File: config.mk
export PLATFORM = sky130hd
export DESIGN_NAME = spi_flash_ctl
export DESIGN_NICKNAME = d
export VERILOG_FILES = /design/src/rtl/spi_flash_ctl.sv
export SDC_FILE = /design/constraint.sdc
export NUM_CORES = 1
export LEC_CHECK = 0
export BUFFER_PORTS_ARGS = -buffer_cell sky130_fd_sc_hd__buf_2
export CELL_PAD_IN_SITES_DETAIL_PLACEMENT = 1
export CELL_PAD_IN_SITES_GLOBAL_PLACEMENT = 1
export CORE_AREA = 2 2 185 96
export CTS_CLUSTER_SIZE = 40
export DETAILED_ROUTE_END_ITERATION = 12
export DIE_AREA = 0 0 187 98
export PLACE_DENSITY = 0.9
export SLEW_MARGIN = 5
export SYNTH_ARGS = -nofsm -noshare
export SYNTH_HDL_FRONTEND = slang
export SYNTH_SLANG_ARGS = --single-unit
File: constraint.sdc
create_clock -name clk -period 5.3 [get_ports clk]
set_input_delay 1.06 -clock clk [delete_from_list [all_inputs] [get_ports clk]]
set_output_delay 1.06 -clock clk [all_outputs]
set_load 0.05 [all_outputs]
File: src/rtl/spi_flash_ctl.sv
module spi_flash_ctl #(
  parameter int DIV = 4
) (
  input  logic        clk,
  input  logic        rst_n,
  input  logic        bus_req,
  input  logic        bus_win,
  input  logic        bus_we,
  input  logic        bus_size,
  input  logic [31:0] bus_addr,
  input  logic [31:0] bus_wdata,
  output logic [31:0] bus_rdata,
  output logic        bus_ready,
  output logic        spi_clk,
  output logic        spi_cs_n,
  output logic        spi_mosi,
  input  logic        spi_miso
);
  localparam int HALF = DIV / 2;
  localparam int CW = (DIV > 2) ? $clog2(DIV) : 1;

  typedef enum logic [1:0] {IDLE, SHIFT, DONE} st_t;
  st_t st;

  logic        wen_q, a32_q, stop_q, sclk_q;
  logic [1:0]  mode_q;
  logic [7:0]  op_q;
  logic [79:0] tx_q, seq;
  logic [31:0] rx_q, rdata_q, reg_rd;
  logic [6:0]  nbits_q, slen;
  logic [CW-1:0] div_q;

  wire user = (mode_q == 2'd3);
  wire [31:0] wsw = {bus_wdata[7:0], bus_wdata[15:8], bus_wdata[23:16], bus_wdata[31:24]};
  wire [31:0] rsw = {rx_q[7:0], rx_q[15:8], rx_q[23:16], rx_q[31:24]};
  wire drop = bus_we && (!wen_q || (!user && mode_q != 2'd2));

  always_comb begin
    reg_rd = '0;
    case (bus_addr[4:2])
      3'd0: reg_rd[16] = wen_q;
      3'd1: reg_rd[0] = a32_q;
      3'd4: reg_rd = {8'h00, op_q, 13'h0, stop_q, mode_q};
      default: ;
    endcase
  end

  always_comb begin
    seq = '0;
    if (user) begin
      slen = bus_size ? 7'd32 : 7'd8;
      if (bus_we) seq = bus_size ? {wsw, 48'h0} : {bus_wdata[7:0], 72'h0};
    end else begin
      if (a32_q) seq = {op_q, bus_addr, bus_we ? wsw : 32'h0, 8'h0};
      else       seq = {op_q, bus_addr[23:0], bus_we ? wsw : 32'h0, 16'h0};
      slen = (a32_q ? 7'd72 : 7'd64) + ((!bus_we && mode_q == 2'd1) ? 7'd8 : 7'd0);
    end
  end

  always_ff @(posedge clk or negedge rst_n) begin
    if (!rst_n) begin
      st <= IDLE; wen_q <= 1'b0; a32_q <= 1'b0; mode_q <= 2'd0; stop_q <= 1'b1;
      op_q <= 8'h03; tx_q <= '0; rx_q <= '0; rdata_q <= '0; nbits_q <= '0;
      div_q <= '0; sclk_q <= 1'b0;
    end else begin
      case (st)
        IDLE: if (bus_req) begin
          if (!bus_win) begin
            rdata_q <= reg_rd;
            st <= DONE;
            if (bus_we) begin
              case (bus_addr[4:2])
                3'd0: wen_q <= bus_wdata[16];
                3'd1: a32_q <= bus_wdata[0];
                3'd4: begin
                  mode_q <= bus_wdata[1:0];
                  stop_q <= bus_wdata[2];
                  op_q   <= bus_wdata[23:16];
                end
                default: ;
              endcase
            end
          end else if (drop) begin
            st <= DONE;
          end else begin
            tx_q <= seq;
            nbits_q <= slen;
            div_q <= '0;
            st <= SHIFT;
          end
        end
        SHIFT: begin
          div_q <= div_q + 1'b1;
          if (div_q == CW'(HALF - 1)) begin
            sclk_q <= 1'b1;
            rx_q <= {rx_q[30:0], spi_miso};
          end
          if (div_q == CW'(DIV - 1)) begin
            sclk_q <= 1'b0;
            div_q <= '0;
            tx_q <= {tx_q[78:0], 1'b0};
            nbits_q <= nbits_q - 1'b1;
            if (nbits_q == 7'd1) begin
              st <= DONE;
              rdata_q <= (user && !bus_size) ? {24'h0, rx_q[7:0]} : rsw;
            end
          end
        end
        default: st <= IDLE;
      endcase
    end
  end

  assign bus_ready = (st == DONE);
  assign bus_rdata = rdata_q;
  assign spi_clk   = sclk_q;
  assign spi_mosi  = (st == SHIFT) && tx_q[79];
  assign spi_cs_n  = user ? stop_q : (st != SHIFT);

  a_r10_clk_idle: assert property (@(posedge clk) disable iff (!rst_n)
    spi_cs_n |-> !spi_clk);
  a_r10_mosi_hold: assert property (@(posedge clk) disable iff (!rst_n)
    (spi_clk && $past(spi_clk)) |-> $stable(spi_mosi));
  a_r11_ready_pulse: assert property (@(posedge clk) disable iff (!rst_n)
    bus_ready |=> !bus_ready);
  a_r11_reg_latency: assert property (@(posedge clk) disable iff (!rst_n)
    (st == IDLE && bus_req && !bus_win) |=> bus_ready);
  a_r9_drop: assert property (@(posedge clk) disable iff (!rst_n)
    (st == IDLE && bus_req && bus_win && drop) |=> (bus_ready && !spi_clk));
endmodule

==> results of run 1 <==
==> logic make-up (layout without fill, tap and decap cells) <==
logic type / count (synthesis) / after routing / synth area share (%)
buf+inv: 83 / 172 / 4.17
flops: 161 / 161 / 50.0
fa+ha+maj: 5 / 5 / 0.775
compound gates: 180 / 180 / 16.2
simple gates: 218 / 218 / 11.5
mux: 127 / 127 / 17.4
==> registers in the layout (all words and copies together) (netlist names), 2 cells and up <==
register,flops
st,2
op_q,8
div_q,2
mode_q,2
bus_rdata,32
tx_q,72
rx_q,32
nbits_q,7
==> routing by layer <==
metal	track usage, %	part of all wire (%)
met5	0	0
met4	9.65	2.3
met3	8.84	9.8
met2	45.6	44
met1	43.0	44
==> synth_stat cells, types with 2 or more instances <==
master / number
sky130_fd_sc_hd__a22o_1: 9
sky130_fd_sc_hd__dfstp_2: 3
sky130_fd_sc_hd__a221oi_1: 56
sky130_fd_sc_hd__nor3b_1: 2
sky130_fd_sc_hd__nor3_1: 7
sky130_fd_sc_hd__mux2_1: 9
sky130_fd_sc_hd__dfrtp_1: 158
sky130_fd_sc_hd__mux2i_1: 18
sky130_fd_sc_hd__o2bb2ai_1: 11
sky130_fd_sc_hd__nor4_1: 2
sky130_fd_sc_hd__buf_6: 2
sky130_fd_sc_hd__buf_1: 3
sky130_fd_sc_hd__and3_1: 3
sky130_fd_sc_hd__a211oi_1: 8
sky130_fd_sc_hd__o31ai_1: 8
sky130_fd_sc_hd__nor2b_1: 2
sky130_fd_sc_hd__a32oi_1: 9
sky130_fd_sc_hd__nand3_1: 7
sky130_fd_sc_hd__nand3b_1: 4
sky130_fd_sc_hd__nand2b_1: 2
sky130_fd_sc_hd__nor2_1: 97
sky130_fd_sc_hd__clkbuf_1: 52
sky130_fd_sc_hd__o21ai_0: 52
sky130_fd_sc_hd__a21o_1: 2
sky130_fd_sc_hd__nand2_1: 83
sky130_fd_sc_hd__buf_2: 5
sky130_fd_sc_hd__mux2_2: 100
sky130_fd_sc_hd__inv_1: 20
sky130_fd_sc_hd__a31oi_1: 2
sky130_fd_sc_hd__a21oi_1: 12
sky130_fd_sc_hd__ha_1: 5
sky130_fd_sc_hd__o22ai_1: 2
==> power by group through the flow <==
stage | Sequential [mW] | Clock (mW) | Combinational (mW)
after floorplan | 1.85 | 0 | 0.943
after global placement | 1.88 | 0 | 1.28
after detailed placement | 1.90 | 0 | 1.37
after CTS | 1.90 | 1.20 | 1.40
after global routing | 1.95 | 1.25 | 1.53
final | 1.92 | 1.20 | 1.42
==> critical path: stages, from the launching register on <==
cell	delay, ns
sky130_fd_sc_hd__dfrtp_1	0.56
sky130_fd_sc_hd__nor2b_4	0.83
sky130_fd_sc_hd__and2_1	0.25
sky130_fd_sc_hd__buf_2	0.27
==> cell type report <==
type,instances,area (µm²),share of cell area (%)
clock inverter,13,115,1.23
multi-input combinational,530,3730,39.9
timing repair buffer,120,642,6.88
clock buffer,19,443,4.75
sequential,161,4030,43.2
tap,234,293,3.14
inverter,20,75.1,0.805
==> worst min path at each step <==
stage,endpoint,slack [ns],cells past startpoint
finish,tx_q[8],0.47,2
global route,tx_q[8],0.50,2
CTS,tx_q[8],0.47,2
detailed placement,tx_q[8],0.46,2
global placement,tx_q[8],0.45,2
floorplan,tx_q[8],0.44,2
==> results.yml, run 1 <==
run_status:
  status: "completed"
cts:
  post_cts_hold_buffer_count: 0
  cts_tree: "done"
  clock_sinks: 161
  maximum_buffer_depth_of_the_clock_tree: 2
  post_cts_resize_count: 0
  cts-root-buf: "sky130_fd_sc_hd__clkbuf_16"
  numCtsBuffers: 17
  post-cts-setup-buffers: 0
  clk-insertion-delay-late_ns: 0.44
  clk_pin_slew_worst_paths_ns: 0.06
  htree_num_levels: 4
min_path:
  worst_hold_path_startpoint: "tx_q[8]"
  holdCritPathClass: "reg -> reg"
global_route:
  pin_count_of_the_biggest_net_entering_global_routing: 94
  globalRoute.totalOverflow: 0
  grt_pass1_vias: 7400
  grtUsageTotal_pct: 30.5
  grt_antenna_before_repair: 0
  global_route_wire_length_before_repair_um: 43000
synthesis:
  syn_avg_cell_area_um2: 10.4
  post-synth-top-area-fraction_pct: 49.0
  syn-instance-count: 774
  synth-seq-area-share_pct: 50.0
  ys_types: 51
  synth_top_flop_cell: "sky130_fd_sc_hd__dfrtp_1"
  synth_area_leader_cell: "sky130_fd_sc_hd__dfrtp_1"
  async_reset_ff_share_pct: 100
  synth_enable_flop_cells: 0
  ys_top_cells_by_area: "sky130_fd_sc_hd__dfrtp_1 (49%), sky130_fd_sc_hd__mux2_2 (14%), sky130_fd_sc_hd__a221oi_1 (6.1%)"
  synth-seq-cells: 161
  yosys_warnings: 0
  syn-cell-area_mm2: 0.00807
  synth_nets: 850
sta:
  fmax_mhz: 294
  post-route-period-util_pct: 64.3
  finalHoldWorstSlack_ns: 0.470
  timing.max_slew.rel_slack_pct: 19.0
  drv_slew: 0
  finalSetupViolations: 0
  fin_ws_ns: 1.89
  number_of_hold_slack_violations_in_the_final_timing_report: 0
  tns_ns: 0
  setup_repair_after_global_routing_missed_its_margin: "false"
  max_slew.worst_pin.slew_ns: 1.21
  timing.final.crit_period_ns: 3.41
  fin_worst_skew_ns: 0.0139
placement:
  place.gp.congestion: 0.851
  placedInstanceArea_mm2: 0.00877
  port-buffer-count: 106
  detailed_place_hpwl_um: 17600
  post-place-cells: 1065
  pre_cts_ws_ns: 1.89
power_and_ir_drop:
  p_clk_share_pct: 26.4
  lkg_pwr_nw: 4.21
  internal_power_mw: 2.73
  sw_frac_of_total_pct: 39.9
  pwr-share-comb_pct: 31.3
  power.net_switching_mw: 1.81
  fin_total_pwr_mw: 4.54
  power.density_cell_area_mw_per_mm2: 486
  share_seq_of_total_power_pct: 42.3
  ir_worst_vdd_v: 0.000323
worst_setup_path:
  worstSetupStartpointType: "register"
  worstSetupEndpointType: "output port"
  worst_r2r_startpoint: "st[0]"
  crit_end: "spi_mosi"
  worst_r2r_path_depth: 5
  timing.critical_path.arrival_ns: 2.35
  worstPathMaxFanout: 36
  worst_r2r_endpoint: "tx_q[67]"
  timing.critical_path.required_ns: 4.24
  timing.critical_path.from: "st[0]"
  setup.worst_path.class: "reg -> out"
  setup.reg_to_reg.worst_slack_ns: 2.21
detailed_routing:
  avgRoutedWirePerCell_um: 24.8
  drc_errors: 0
  drtPass1Iterations: 5
  dr_total_vias: 6976
  drt-initial-drc-count: 832
  ant_nets: 0
  avgViaCountPerCell: 6.36
  drt_wl_total_um: 27300
floorplanning:
  ioPinCount: 107
  full_die_area_mm2: 0.0183
  floorplan_die_height_um: 98
  initial_utilization_pct: 47.8
  row_count: 34
  die_x_um: 187
  core_region_mm2: 0.0169
finish:
  layout.filler_cells: 1828
  fin_nets: 926
  final_cells: 1097
  layout.core_utilization_pct: 55.2
  finish.instance_area_mm2: 0.00933
  drive_above_1_share_pct: 30.6
  areaGrowthSynthToFinish_pct: 15.6
  layout_common_cells: "sky130_fd_sc_hd__dfrtp_1 (157), sky130_fd_sc_hd__buf_2 (105), sky130_fd_sc_hd__mux2_2 (100)"
  layout_commonest_cell: "sky130_fd_sc_hd__dfrtp_1"
  insertedDiodeCount: 0
run:
  max_cap_violations: 0
(Power assumes the default switching activity.)
==> run 2: changes to the inputs <==
--- a/config.mk
+++ b/config.mk
@@ -5,14 +5,15 @@
 export SDC_FILE = /design/constraint.sdc
 export NUM_CORES = 1
 export LEC_CHECK = 0
+export ABC_AREA = 1
 export BUFFER_PORTS_ARGS = -buffer_cell sky130_fd_sc_hd__buf_2
 export CELL_PAD_IN_SITES_DETAIL_PLACEMENT = 1
 export CELL_PAD_IN_SITES_GLOBAL_PLACEMENT = 1
-export CORE_AREA = 2 2 185 96
+export CORE_AREA = 2 2 216 112
 export CTS_CLUSTER_SIZE = 40
 export DETAILED_ROUTE_END_ITERATION = 12
-export DIE_AREA = 0 0 187 98
-export PLACE_DENSITY = 0.9
+export DIE_AREA = 0 0 218 114
+export PLACE_DENSITY = 0.81
 export SLEW_MARGIN = 5
 export SYNTH_ARGS = -nofsm -noshare
 export SYNTH_HDL_FRONTEND = slang
==> constraint.sdc (replaced) <==
create_clock -name clk -period 3 [get_ports clk]
set_input_delay 0.6 -clock clk [delete_from_list [all_inputs] [get_ports clk]]
set_output_delay 0.6 -clock clk [all_outputs]
set_load 0.05 [all_outputs]
==> results.yml, run 2 <==
sta:
  fin_worst_skew_ns: 0.00742
  setup_repair_after_global_routing_missed_its_margin: "false"
  timing.max_slew.rel_slack_pct: 34.7
  timing.final.crit_period_ns: 2.70
  number_of_hold_slack_violations_in_the_final_timing_report: 0
  drv_slew: 0
  post-route-period-util_pct: 90.0
  fmax_mhz: 370
  finalSetupViolations: 0
  max_slew.worst_pin.slew_ns: 0.979
  finalHoldWorstSlack_ns: 0.192
  tns_ns: 0
finish:
  layout_commonest_cell: "sky130_fd_sc_hd__nand2_1"
  insertedDiodeCount: 0
  layout_common_cells: "sky130_fd_sc_hd__nand2_1 (472), sky130_fd_sc_hd__dfrtp_1 (157), sky130_fd_sc_hd__o21ai_0 (132)"
  registers.top_by_ff_count: "tx_q"
  fin_nets: 1349
  drive_above_1_share_pct: 15.9
  largest_reg_flops: 72
  areaGrowthSynthToFinish_pct: 16.0
  layout.filler_cells: 2956
  finish.instance_area_mm2: 0.0102
  final_cells: 1601
cts:
  cts_tree: "done"
  clk-insertion-delay-late_ns: 0.44
  htree_num_levels: 4
  numCtsBuffers: 17
  post-cts-setup-buffers: 0
  post_cts_resize_count: 0
  clock_sinks: 161
  clk_pin_slew_worst_paths_ns: 0.07
  maximum_buffer_depth_of_the_clock_tree: 2
  cts-root-buf: "sky130_fd_sc_hd__clkbuf_16"
  post_cts_hold_buffer_count: 0
power_and_ir_drop:
  power.net_switching_mw: 3.24
  internal_power_mw: 5.34
  lkg_pwr_nw: 5.30
  pwr-share-comb_pct: 33.2
  p_clk_share_pct: 31.5
  power.density_cell_area_mw_per_mm2: 839
  share_seq_of_total_power_pct: 35.3
  sw_frac_of_total_pct: 37.8
  ir_worst_vdd_v: 0.000483
synthesis:
  synth_most_common_cell: "sky130_fd_sc_hd__nand2_1"
  syn-instance-count: 1203
  post_synthesis_compound_gate_area_fraction_pct: 11.6
  yosys_warnings: 0
  synth_area_leader_cell: "sky130_fd_sc_hd__dfrtp_1"
  synth_top_family_by_area: "simple AND/OR/NAND/NOR gates"
  async_reset_ff_share_pct: 100
  synth_nets: 1279
  syn_avg_cell_area_um2: 7.34
  ys_types: 33
  ys_top_cells_by_area: "sky130_fd_sc_hd__dfrtp_1 (45%), sky130_fd_sc_hd__nand2_1 (20%), sky130_fd_sc_hd__o21ai_0 (7.5%)"
  fraction_of_the_mapped_netlist_area_in_adder_cells_pct: 0.709
  post_synth_mux_area_share_pct: 3.19
  synth-seq-cells: 161
  synth_enable_flop_cells: 0
  post-synth-top-area-fraction_pct: 44.8
  synth-seq-area-share_pct: 45.7
  syn-cell-area_mm2: 0.00882
  synth_top_flop_cell: "sky130_fd_sc_hd__dfrtp_1"
  share_of_the_synthesized_netlist_area_taken_by_xor_and_xnor_gates_pct: 0.0992
  post_synth_and_or_nand_nor_area_fraction_pct: 29.0
  synth.cells.most_frequent: "sky130_fd_sc_hd__nand2_1 (472), sky130_fd_sc_hd__dfrtp_1 (158), sky130_fd_sc_hd__o21ai_0 (132)"
detailed_routing:
  dr_total_vias: 8401
  avgViaCountPerCell: 5.25
  drtPass1Iterations: 5
  drc_errors: 0
  ant_nets: 0
  drt_wl_total_um: 30400
  drt-initial-drc-count: 722
  avgRoutedWirePerCell_um: 19.0
global_route:
  pin_count_of_the_biggest_net_entering_global_routing: 74
  global_route_wire_length_before_repair_um: 48100
  grt_pass1_vias: 8452
  globalRoute.totalOverflow: 0
  grtUsageTotal_pct: 25.5
  grt_antenna_before_repair: 1
placement:
  post-place-cells: 1569
  place.gp.congestion: 0.870
  placedInstanceArea_mm2: 0.00952
  detailed_place_hpwl_um: 21000
  port-buffer-count: 106
worst_setup_path:
  cpLargestDelayFamily: "simple AND/OR/NAND/NOR gates"
  critPathBufInv: 2
  cp_slowest_stage_delay_ns: 0.46
  timing.critical_path.from: "st[1]"
  setup.worst_path.class: "reg -> out"
  cell_at_the_slowest_stage_of_the_critical_path: "sky130_fd_sc_hd__dfrtp_1"
  timing.critical_path.arrival_ns: 2.10
  worstSetupEndpointType: "output port"
  worstPathMaxFanout: 43
  worstSetupStartpointType: "register"
  worst_r2r_startpoint: "st[1]"
  timing.critical_path.required_ns: 2.40
  timing.critical_path.cells: "inv_2, nand2_4, nand2_2, nand2_1, buf_2"
floorplanning:
  initial_utilization_pct: 38.0
  die_x_um: 218
  row_count: 40
  full_die_area_mm2: 0.0249
  core_region_mm2: 0.0232
  ioPinCount: 107
  floorplan_die_height_um: 114
run_status:
  status: "completed"
min_path:
  holdCritPathClass: "in -> async"
run:
  max_cap_violations: 0
[run 2: cell types whose count changed after synthesis, sizes merged, moves of 18 or more]
cell | previous run | this run
a221oi | 56 | 0
buf | 11 | 54
clkbuf | 52 | 17
inv | 20 | 123
mux2 | 109 | 20
mux2i | 18 | 0
nand2 | 83 | 477
nand3 | 7 | 89
nor2 | 97 | 50
o21ai | 53 | 173
[run 2: path summary, 6_finish.rpt]
check                                 to  slack (ns)  depth (start not counted)
worst min register to register  tx_q[48]        0.48                          2
min in group clk                  stop_q        0.38                          3
worst min-delay path            rx_q[17]        0.19                          1
worst max register to register  tx_q[49]        0.69                          6
max in group asynchronous        op_q[1]        2.00                          2
worst max-delay path            spi_cs_n        0.30                          5
[run 2: metal layers]
metal | GRT usage (%) | vias up | wire [µm] | part of all wire (%)
met5 | 0 | - | 0 | 0
met2 | 37.2 | 232 | 13200 | 43
li1 | - | 3918 | - | -
met3 | 5.09 | 41 | 1890 | 6.2
met4 | 8.30 | 0 | 594 | 2.0
met1 | 37.7 | 4210 | 14800 | 49
[run 2: cell families (layout without fill, tap and decap cells)]
kind of cell,after synthesis,in the layout
muxes,20,20
xor gates and xnor gates,1,1
adders and majority gates,5,5
buffers and inverters,194,277
DFF,161,161
and+or+nand+nor,626,626
AOI/OAI and AO/OA,196,196
[run 2: metrics by stage]
stage	total power [mW]	util (%)	setup WS [ns]
6_report	8.58	44.1	0.299
3_5_place_dp	5.82	41.0	0.789
3_3_place_gp	5.67	41.0	0.872
5_1_grt	9.09	44.1	0.189
2_1_floorplan	5.11	-	0.703
4_1_cts	8.60	44.1	0.326
[run 2: cell type report]
| type | count | area [µm²] | share of cell area, % |
|---|---|---|---|
| repair buffers | 122 | 694 | 6.78 |
| clock inverters | 14 | 283 | 2.76 |
| inverters | 123 | 462 | 4.51 |
| multi-input cells | 848 | 3940 | 38.5 |
| clock buffers | 18 | 429 | 4.19 |
| flip-flops and latches | 161 | 4030 | 39.4 |
| well taps | 315 | 394 | 3.85 |
[run 2: power groups by stage]
| stage | combinational [mW] | sequential [mW] | clock (mW) |
|---|---|---|---|
| finish | 2.85 | 3.03 | 2.71 |
| global route | 3.18 | 3.09 | 2.82 |
| CTS | 2.84 | 3.02 | 2.73 |
| detailed placement | 2.78 | 3.05 | 0 |
| global placement | 2.65 | 3.02 | 0 |
| floorplan | 1.92 | 3.18 | 0 |
==> run 3: changes to the inputs <==
--- a/config.mk
+++ b/config.mk
@@ -9,10 +9,10 @@
 export BUFFER_PORTS_ARGS = -buffer_cell sky130_fd_sc_hd__buf_2
 export CELL_PAD_IN_SITES_DETAIL_PLACEMENT = 1
 export CELL_PAD_IN_SITES_GLOBAL_PLACEMENT = 1
-export CORE_AREA = 2 2 216 112
+export CORE_AREA = 2 2 138 174
 export CTS_CLUSTER_SIZE = 40
 export DETAILED_ROUTE_END_ITERATION = 12
-export DIE_AREA = 0 0 218 114
+export DIE_AREA = 0 0 140 176
 export PLACE_DENSITY = 0.81
 export SLEW_MARGIN = 5
 export SYNTH_ARGS = -nofsm -noshare
==> results.yml, run 3 (synthesized netlist as in run 2, its figures left out) <==
worst_setup_path:
  timing.critical_path.from: "mode_q[1]"
  worstSetupStartpointType: "register"
  setup.worst_path.class: "reg -> out"
  timing.critical_path.arrival_ns: 2.07
  worst_r2r_startpoint: "mode_q[1]"
  crit_end: "spi_cs_n"
  worstPathMaxFanout: 18
  setup.reg_to_reg.worst_slack_ns: 0.59
  worst_r2r_endpoint: "tx_q[31]"
  timing.critical_path.required_ns: 2.40
  worst_r2r_path_depth: 8
  worstSetupEndpointType: "output port"
power_and_ir_drop:
  fin_total_pwr_mw: 7.93
  ir_worst_vdd_v: 0.000390
  lkg_pwr_nw: 5.25
  pwr-share-comb_pct: 34.8
  sw_frac_of_total_pct: 40.2
  internal_power_mw: 4.74
  share_seq_of_total_power_pct: 37.9
  p_clk_share_pct: 27.3
  power.net_switching_mw: 3.19
  power.density_cell_area_mw_per_mm2: 786
finish:
  largest_reg_flops: 72
  layout.core_utilization_pct: 44.1
  layout.filler_cells: 2930
  areaGrowthSynthToFinish_pct: 14.4
  multi_input_comb_area_mm2: 0.00393
  fin_nets: 1350
  registers.top_by_ff_count: "tx_q"
  ff_latch_area_mm2: 0.00403
  drive_above_1_share_pct: 16.1
  layout_common_cells: "sky130_fd_sc_hd__nand2_1 (472), sky130_fd_sc_hd__dfrtp_1 (157), sky130_fd_sc_hd__o21ai_0 (132)"
  insertedDiodeCount: 0
  layout_commonest_cell: "sky130_fd_sc_hd__nand2_1"
run_status:
  status: "finished with violations"
  failed_checks: "design-rule violations"
sta:
  max_slew.worst_pin.slew_ns: 1.01
  finalHoldWorstSlack_ns: 0.185
  setup_repair_after_global_routing_missed_its_margin: "false"
  fmax_mhz: 375
  timing.final.crit_period_ns: 2.67
  number_of_hold_slack_violations_in_the_final_timing_report: 0
  timing.max_slew.rel_slack_pct: 32.6
  fin_worst_skew_ns: 0.00937
  drv_slew: 0
  post-route-period-util_pct: 88.9
  finalSetupViolations: 0
  tns_ns: 0
detailed_routing:
  avgRoutedWirePerCell_um: 17.2
  ant_nets: 0
  drt_wl_total_um: 27200
  dr_total_vias: 8218
  drtPass1Iterations: 9
  avgViaCountPerCell: 5.22
  drc_errors: 8
  drt-initial-drc-count: 517
min_path:
  holdCritPathClass: "in -> async"
floorplanning:
  floorplan_die_height_um: 176
  initial_utilization_pct: 38.6
  die_x_um: 140
  core_region_mm2: 0.0229
  full_die_area_mm2: 0.0246
  row_count: 62
  ioPinCount: 107
cts:
  htree_num_levels: 4
  cts-root-buf: "sky130_fd_sc_hd__clkbuf_16"
  numCtsBuffers: 17
  post-cts-setup-buffers: 0
  clock_sinks: 161
  post_cts_resize_count: 0
  post_cts_hold_buffer_count: 0
  maximum_buffer_depth_of_the_clock_tree: 2
  cts_tree: "done"
  clk_pin_slew_worst_paths_ns: 0.07
  clk-insertion-delay-late_ns: 0.44
global_route:
  grt.met2_usage_pct: 40.0
  globalRoute.totalOverflow: 0
  grt_pass1_vias: 8510
  grtUsageTotal_pct: 22.9
  grt_antenna_before_repair: 0
  grt-busiest-layer: "met2"
  global_route_wire_length_before_repair_um: 44600
  pin_count_of_the_biggest_net_entering_global_routing: 70
  globalRouteMet3Util_pct: 2.69
  gr-usage-met1_pct: 29.5
placement:
  place.gp.congestion: 0.880
  detailed_place_hpwl_um: 19200
  port-buffer-count: 106
run:
  max_cap_violations: 0
## run 3: changes by cell type in the layout (fill, tap and decap cells not counted), sizes merged
cell	change
bufinv	-8
buf	+1
clkinv	+4
clkbuf	-1
inv	+5
## run 3: routing by layer
layer  vias to the layer above  routed length (µm)
met5                         -                   0
met1                      4033               11800
met4                         0                 641
met3                        35                1100
met2                       210               13600
li1                       3940                   -
## run 3: how the worst min path moves through the flow
stage                        from             to
global placement         tx_q[58]       tx_q[58]
CTS                         rst_n  bus_rdata[21]
detailed placement  bus_rdata[23]  bus_rdata[23]
floorplan                   rst_n          a32_q
global route                rst_n  bus_rdata[22]
finish                      rst_n  bus_rdata[21]
## run 3: power by group through the flow
stage	registers (mW)	logic, mW	clock network (mW)
after floorplan	3.18	1.92	0
after global placement	3.02	2.66	0
after detailed placement	3.04	2.75	0
after CTS	3.00	2.79	2.21
after global routing	3.07	3.12	2.31
final	3.01	2.76	2.17
## run 3: layout make-up
class / instances / area share (%)
Timing Repair Buffer: 123 / 7.08
Tap cell: 288 / 3.57
Sequential cell: 161 / 40.0
Multi-Input combinational cell: 848 / 39.0
Clock buffer: 17 / 4.21
Inverter: 123 / 4.57
Clock inverter: 15 / 1.65
## run 3: critical path: stages, from the launching register on
cell                      delay (ns)
sky130_fd_sc_hd__dfrtp_1        0.41
sky130_fd_sc_hd__nand2_1        0.36
sky130_fd_sc_hd__inv_2          0.35
sky130_fd_sc_hd__nand2_1        0.10
sky130_fd_sc_hd__nand2_1        0.12
sky130_fd_sc_hd__buf_2          0.28
## run 3: metrics by stage
| step | cell area [µm²] | std cells | setup WS, ns |
|---|---|---|---|
| 2_1_floorplan | 8820 | 1203 | 0.703 |
| 3_3_place_gp | 9500 | 1543 | 0.759 |
| 3_5_place_dp | 9500 | 1543 | 0.660 |
| 4_1_cts | 10100 | 1575 | 0.350 |
| 5_1_grt | 10100 | 1575 | 0.216 |
| 6_report | 10100 | 1575 | 0.333 |
